--- src/rtl/fan_pkg.sv ---
package fan_pkg;

    typedef enum logic [1:0] {
        SRC_REG   = 2'd0,
        SRC_MEAS  = 2'd1,
        SRC_THERM = 2'd2
    } duty_src_e;

    // percentage of full scale, rounded up to the next code
    function automatic int pct_code(input int pct, input int full);
        return (full * pct + 99) / 100;
    endfunction

endpackage

--- src/rtl/fan_duty_select.sv ---
module fan_duty_select
    import fan_pkg::*;
#(
    parameter int DW        = 8,
    parameter int FLOOR_PCT = 30,
    parameter int CUT_PCT   = 7
) (
    input  logic [DW-1:0] duty_reg,
    input  logic          sw_rpm_mode,
    input  logic          tach_mode,
    input  logic          meas_win,
    input  logic          therm_full,
    output logic [DW-1:0] sel_duty,
    output logic          force_on,
    output duty_src_e     src
);
    localparam int FULL = (1 << DW) - 1;
    localparam logic [DW-1:0] FLOOR_CODE = DW'(pct_code(FLOOR_PCT, FULL));
    localparam logic [DW-1:0] CUT_CODE   = DW'(pct_code(CUT_PCT, FULL));

    logic          meas_force;
    logic [DW-1:0] adj_duty;

    always_comb begin
        meas_force = meas_win && !tach_mode;
        if (!tach_mode && sw_rpm_mode) begin
            adj_duty = (duty_reg < FLOOR_CODE) ? FLOOR_CODE : duty_reg;
        end else begin
            adj_duty = (duty_reg < CUT_CODE) ? '0 : duty_reg;
        end

        if (therm_full) begin
            src      = SRC_THERM;
            sel_duty = '1;
        end else if (meas_force) begin
            src      = SRC_MEAS;
            sel_duty = '1;
        end else begin
            src      = SRC_REG;
            sel_duty = adj_duty;
        end
        force_on = therm_full || meas_force;
    end

endmodule

--- src/rtl/fan_pwm_gen.sv ---
module fan_pwm_gen #(
    parameter int DW = 8
) (
    input  logic          clk,
    input  logic          rst_n,
    input  logic          tick,
    input  logic [DW-1:0] sel_duty,
    input  logic          force_on,
    output logic [DW-1:0] duty_q,
    output logic          pwm_q
);
    typedef struct packed {
        logic [DW-1:0] cnt;
        logic [DW-1:0] duty;
        logic          pwm;
    } gen_t;

    gen_t st_d, st_q;
    logic wrap;

    always_comb begin
        st_d = st_q;
        wrap = tick && (st_q.cnt == '1);
        if (tick) begin
            st_d.cnt = st_q.cnt + 1'b1;
        end
        if (wrap) begin
            st_d.duty = sel_duty;
        end
        st_d.pwm = force_on || (st_d.duty == '1) || (st_d.cnt < st_d.duty);
    end

    always_ff @(posedge clk or negedge rst_n) begin
        if (!rst_n) begin
            st_q <= '0;
        end else begin
            st_q <= st_d;
        end
    end

    assign duty_q = st_q.duty;
    assign pwm_q  = st_q.pwm;

    // duty only reloads when the counter wraps
    a_r2_boundary_only: assert property (@(posedge clk) disable iff (!rst_n)
        !(tick && st_q.cnt == '1) |=> $stable(duty_q));

    // a force request reaches the pin on the next clock
    a_r6_force_high: assert property (@(posedge clk) disable iff (!rst_n)
        force_on |=> pwm_q);

endmodule

--- src/rtl/fan_tach_count.sv ---
module fan_tach_count #(
    parameter int TW = 16
) (
    input  logic          clk,
    input  logic          rst_n,
    input  logic          tach_in,
    input  logic          tach_en,
    input  logic          meas_win,
    output logic [TW-1:0] count
);
    typedef struct packed {
        logic          s1;
        logic          s2;
        logic          s3;
        logic          win;
        logic [TW-1:0] run;
        logic [TW-1:0] cap;
    } tach_t;

    tach_t st_d, st_q;
    logic  rise;

    always_comb begin
        st_d = st_q;
        rise = st_q.s2 && !st_q.s3;
        if (tach_en) begin
            st_d.s1  = tach_in;
            st_d.s2  = st_q.s1;
            st_d.s3  = st_q.s2;
            st_d.win = meas_win;
            if (meas_win && !st_q.win) begin
                st_d.run = '0;
            end else if (meas_win && rise && (st_q.run != '1)) begin
                st_d.run = st_q.run + 1'b1;
            end
            if (!meas_win && st_q.win) begin
                st_d.cap = st_q.run;
            end
        end
    end

    always_ff @(posedge clk or negedge rst_n) begin
        if (!rst_n) begin
            st_q <= '0;
        end else begin
            st_q <= st_d;
        end
    end

    assign count = st_q.cap;

    // frozen counter keeps its result
    a_r10_frozen: assert property (@(posedge clk) disable iff (!rst_n)
        !tach_en |=> $stable(count));

    // window end publishes the running count
    a_r9_latch: assert property (@(posedge clk) disable iff (!rst_n)
        (tach_en && st_q.win && !meas_win) |=> (count == $past(st_q.run)));

endmodule

--- src/rtl/fan_pwm_cond.sv ---
module fan_pwm_cond
    import fan_pkg::*;
#(
    parameter int DW        = 8,
    parameter int TW        = 16,
    parameter int FLOOR_PCT = 30,
    parameter int CUT_PCT   = 7
) (
    input  logic          clk,
    input  logic          rst_n,
    input  logic          pwm_tick,
    input  logic [DW-1:0] duty_reg,
    input  logic          sw_rpm_mode,
    input  logic          tach_mode,
    input  logic          pwm_en,
    input  logic          tach_en,
    input  logic          therm_fan_en,
    input  logic          meas_win,
    input  logic          therm_ext_low,
    input  logic          therm_int_low,
    input  logic          tach_in,
    output logic          pwm_out,
    output logic          pwm_oe,
    output logic [DW-1:0] eff_duty,
    output logic [TW-1:0] tach_count
);
    localparam int FULL = (1 << DW) - 1;
    localparam logic [DW-1:0] FLOOR_CODE = DW'(pct_code(FLOOR_PCT, FULL));
    localparam logic [DW-1:0] CUT_CODE   = DW'(pct_code(CUT_PCT, FULL));

    logic          therm_full;
    logic [DW-1:0] sel_duty;
    logic          force_on;
    duty_src_e     src;
    logic          pwm_q;

    assign therm_full = therm_ext_low || (therm_int_low && therm_fan_en);

    fan_duty_select #(
        .DW(DW), .FLOOR_PCT(FLOOR_PCT), .CUT_PCT(CUT_PCT)
    ) sel_i (
        .duty_reg   (duty_reg),
        .sw_rpm_mode(sw_rpm_mode),
        .tach_mode  (tach_mode),
        .meas_win   (meas_win),
        .therm_full (therm_full),
        .sel_duty   (sel_duty),
        .force_on   (force_on),
        .src        (src)
    );

    // a register-sourced duty never lands in the cut band,
    // and never below the minimum in software RPM mode
    a_r3_no_runt: assert property (@(posedge clk) disable iff (!rst_n)
        (src == SRC_REG) |-> (sel_duty == '0 || sel_duty >= CUT_CODE));
    a_r4_min_level: assert property (@(posedge clk) disable iff (!rst_n)
        (src == SRC_REG && !tach_mode && sw_rpm_mode) |-> (sel_duty >= FLOOR_CODE));

    fan_pwm_gen #(.DW(DW)) gen_i (
        .clk     (clk),
        .rst_n   (rst_n),
        .tick    (pwm_tick),
        .sel_duty(sel_duty),
        .force_on(force_on),
        .duty_q  (eff_duty),
        .pwm_q   (pwm_q)
    );

    fan_tach_count #(.TW(TW)) tach_i (
        .clk     (clk),
        .rst_n   (rst_n),
        .tach_in (tach_in),
        .tach_en (tach_en),
        .meas_win(meas_win),
        .count   (tach_count)
    );

    assign pwm_oe  = pwm_en;
    assign pwm_out = pwm_en && pwm_q;

    // a disabled pin is never driven high, whatever the override
    a_r8_hiz_low: assert property (@(posedge clk) disable iff (!rst_n)
        !pwm_en |-> (!pwm_out && !pwm_oe));

endmodule

--- config.mk ---
export PLATFORM = sky130hd
export DESIGN_NAME = fan_pwm_cond
export DESIGN_NICKNAME = d
export VERILOG_FILES = /design/src/rtl/fan_pkg.sv /design/src/rtl/fan_duty_select.sv /design/src/rtl/fan_pwm_gen.sv /design/src/rtl/fan_tach_count.sv /design/src/rtl/fan_pwm_cond.sv
export SDC_FILE = /design/constraint.sdc
export NUM_CORES = 1
export LEC_CHECK = 0
export ABC_CLOCK_PERIOD_IN_PS = 6000
export CAP_MARGIN = 15
export CORE_MARGIN = 5
export CORE_UTILIZATION = 28
export CTS_CLUSTER_SIZE = 30
export DETAILED_ROUTE_END_ITERATION = 12
export DONT_BUFFER_PORTS = 1
export HOLD_SLACK_MARGIN = 0.1
export PLACE_DENSITY = 0.5
export SKIP_LAST_GASP = 1
export SLEW_MARGIN = 25
export SYNTH_ARGS = -nofsm -noshare
export SYNTH_HDL_FRONTEND = slang
export SYNTH_SLANG_ARGS = --single-unit
--- constraint.sdc ---
create_clock -name clk -period 6 [get_ports clk]
set_clock_uncertainty 0.2 [all_clocks]
set_input_delay 1.2 -clock clk [delete_from_list [all_inputs] [get_ports clk]]
set_output_delay 1.2 -clock clk [all_outputs]
set_load 0.01 [all_outputs]
==> run_results.csv <==
group,metric,value,unit
status,status,"finished, final reports clean",
clocking,numCtsBuffers,5,
grt,grt_use_met1,12.1,%
timing,slew_headroom,42.1,%
synthesis,synth_top_area_cell,"dfrtp_1",
clocking,h-tree-depth,2,
timing,hold_violations,0,
die,start_util,28.9,%
pwr,switching_power,234,uW
routing,ant_nets,0,
routing,wirelength,5550,um
hold_path,hold_path_class,"reg2reg",
synthesis,yosys_warnings,0,
synthesis,syn_area,2830,um2
synthesis,yosysTopAreaCellShare,46.8,%
pwr,ir_drop,114,uV
clocking,hold_buffers,0,
final_layout,final_nets,277,
worst_setup_path,worst_ep_arrival_time,3.38,ns
grt,grt_pass1_vias,1908,
clocking,clock-root-buffer,"clkbuf_8",
synthesis,ys_ff_latch,53,
grt,grt.met2_usage,15.5,%
timing,drv_slew,0,
worst_setup_path,crit_type,"in2reg",
routing,via_per_inst,4.77,
final_layout,layout_common_cells,"53 x dfrtp_1, 25 x nor2_1, 18 x mux2_2, 16 x nand2_1, 12 x xor2_1",
final_layout,layout_commonest_cell,"dfrtp_1",
grt,busiest_layer,"met2",
die,num_io_pins,46,
synthesis,synth_fp_nets,301,
clocking,clk_pin_slew,0.09,ns
timing,rsz0062_at_grt,"false",
pwr,p_comb_share,18.1,%
synthesis,synth-edff-count,0,
pwr,seqPwrFrac,55.9,%
routing,drc,0,
grt,antenna_found_initial,0,
timing,worstMarginPinSlew,0.865,ns
synthesis,syn_avg_cell_area,10.4,um2
die,coreArea,9820,um2
grt,grt_remaining_overflow,0,
worst_setup_path,startpoint,"pwm_tick",
placed_design,gp_congestion,0.793,
timing,setup_tns,0,ns
clocking,cts.repair.resized,0,
synthesis,synthFlopType,"dfrtp_1",
synthesis,ys_seq_area_share,46.8,%
clocking,clkLatencyLatePin,0.30,ns
die,dieArea,12200,um2
pwr,power.internal,562,uW
pwr,power.density,277,nW/um2
pwr,power_switching_share,29.4,%
clocking,cts_setup_buffers,0,
worst_setup_path,start_kind,"primary input",
synthesis,synth_area_leaders,"dfrtp_1 47%, buf_4 7.2%, mux2_2 7.2%, ha_1 4.0%, xor2_1 3.7%",
timing,fin_crit_sh,56.5,%
grt,track_usage,9.55,%
worst_setup_path,cp.required,5.99,ns
die,die_w,111,um
routing,detail_route.first_pass.iterations,4,
die,fp-row-count,36,
timing,fmax,295,MHz
job,max_cap_viol_count,0,
grt,grtUsageMet3,3.50,%
timing,setup_violations,0,
synthesis,synth-async-reset-ratio,100,%
placed_design,dp_hpwl,4060,um
final_layout,antenna-diode-count,0,
grt,grt_pass1_wl,9670,um
timing,layout_setup_ws,2.61,ns
placed_design,portBuffers,0,
routing,vias,1819,
grt,grt_max_degree,54,
synthesis,synthCells,272,
routing,wl_per_cell,14.6,um
final_layout,drive_above_1_share,12.9,%
worst_setup_path,critPathMaxFanout,11,
pwr,leakage,1.28,nW
timing,min_period,3.39,ns
worst_setup_path,endpoint_kind,"register",
clocking,cts.sinks,53,
clocking,clockBufferDepth,2,
placed_design,place_ws,2.30,ns
hold_path,worstHoldStart,"tach_i.st_q[33]$_DFFE_PN0P_",
clocking,cts_tree,"yes",
final_layout,area_growth_syn_to_layout,1.28,%
routing,drt_iter0_markers,37,
worst_setup_path,worst_r2r_startpoint,"gen_i.st_q[9]$_DFF_PN0_",
die,die_y,111,um
synthesis,yosysUniqueCellTypes,46,
pwr,clockPowerShare,26.0,%
cells in the mapped netlist, types with 2 or more instances:
master,instances
a21o_1,3
a21oi_1,8
and3_1,4
buf_4,27
clkbuf_1,2
dfrtp_1,53
ha_1,9
inv_1,11
mux2_2,18
mux2i_1,3
nand2_1,16
nand2b_1,3
nand3_1,6
nand3b_1,2
nand4_1,10
nor2_1,25
nor2b_1,5
nor3_1,3
nor3b_1,3
nor4_1,2
o2111ai_1,2
o21ai_0,11
o22ai_1,3
o41ai_1,2
or3_1,4
xnor2_1,6
xor2_1,12
power by group through the flow:
stage	sequential [mW]	clock (mW)	combinational, mW
floorplan	0.437	0	0.137
global placement	0.451	0	0.142
detailed placement	0.453	0	0.148
CTS	0.446	0.220	0.148
global route	0.453	0.238	0.169
finish	0.445	0.207	0.144
cell families after synthesis:
logic type / synth area share [%]
AND/OR/NAND/NOR: 17.2
AO/OA/AOI/OAI: 8.79
buffers and inverters: 9.45
XOR/XNOR: 5.56
flip-flops: 46.8
adder cells (fa/ha/maj): 3.97
multiplexers: 8.21
through the flow:
stage | power, mW | hold slack, ns | cell area (um2) | instances | util (%)
floorplan | 0.574 | 0.251 | 2830 | 272 | -
global placement | 0.593 | 0.282 | 2770 | 374 | 28.2
detailed placement | 0.601 | 0.288 | 2770 | 374 | 28.2
CTS | 0.814 | 0.310 | 2860 | 381 | 29.2
global route | 0.860 | 0.347 | 2870 | 381 | 29.2
finish | 0.796 | 0.310 | 2870 | 381 | 29.2
cell type report:
cell class / count / area (um2)
clock buffer: 6 / 82.6
clock inverter: 1 / 7.51
fill: 1065 / 6950
inverter: 11 / 41.3
multi-input combinational: 177 / 1250
sequential: 53 / 1330
tap: 133 / 166
flip-flops by register name, summed over array words and instances (netlist names):
register / cells
tach_i.st_q: 20
tach_i.count: 16
gen_i.duty_q: 8
gen_i.st_q: 8
gen_i.pwm_q: 1
critical path: stages:
cell      delay, ns
nand2_1        0.09
nor3_2         0.64
mux2i_1        0.37
inv_1          0.08
ha_1           0.30
a21oi_1        0.07
nor2b_1        0.10
o21ai_0        0.08
nand2b_1       0.09
o21ai_0        0.09
a211o_1        0.28
path summary, 6_finish.rpt:
kind                                                     to  slack (ns)  cells past startpoint
worst min register to register  tach_i.st_q[33]$_DFFE_PN0P_        0.31                      1
worst max-delay path                  gen_i.pwm_q$_DFF_PN0_        2.61                     11
max in group asynchronous         gen_i.duty_q[1]$_DFF_PN0_        5.11                      0
min in group asynchronous       tach_i.count[4]$_DFFE_PN0P_        0.38                      0
worst min-delay path            tach_i.st_q[33]$_DFFE_PN0P_        0.31                      1
worst max register to register        gen_i.pwm_q$_DFF_PN0_        2.94                     12
metal layers:
metal	vias to the layer above	routed length (um)
li1	877	-
met1	894	2440
met2	44	2660
met3	4	413
met4	0	34
met5	-	0
Note: power is estimated with default switching activity, not from simulation.
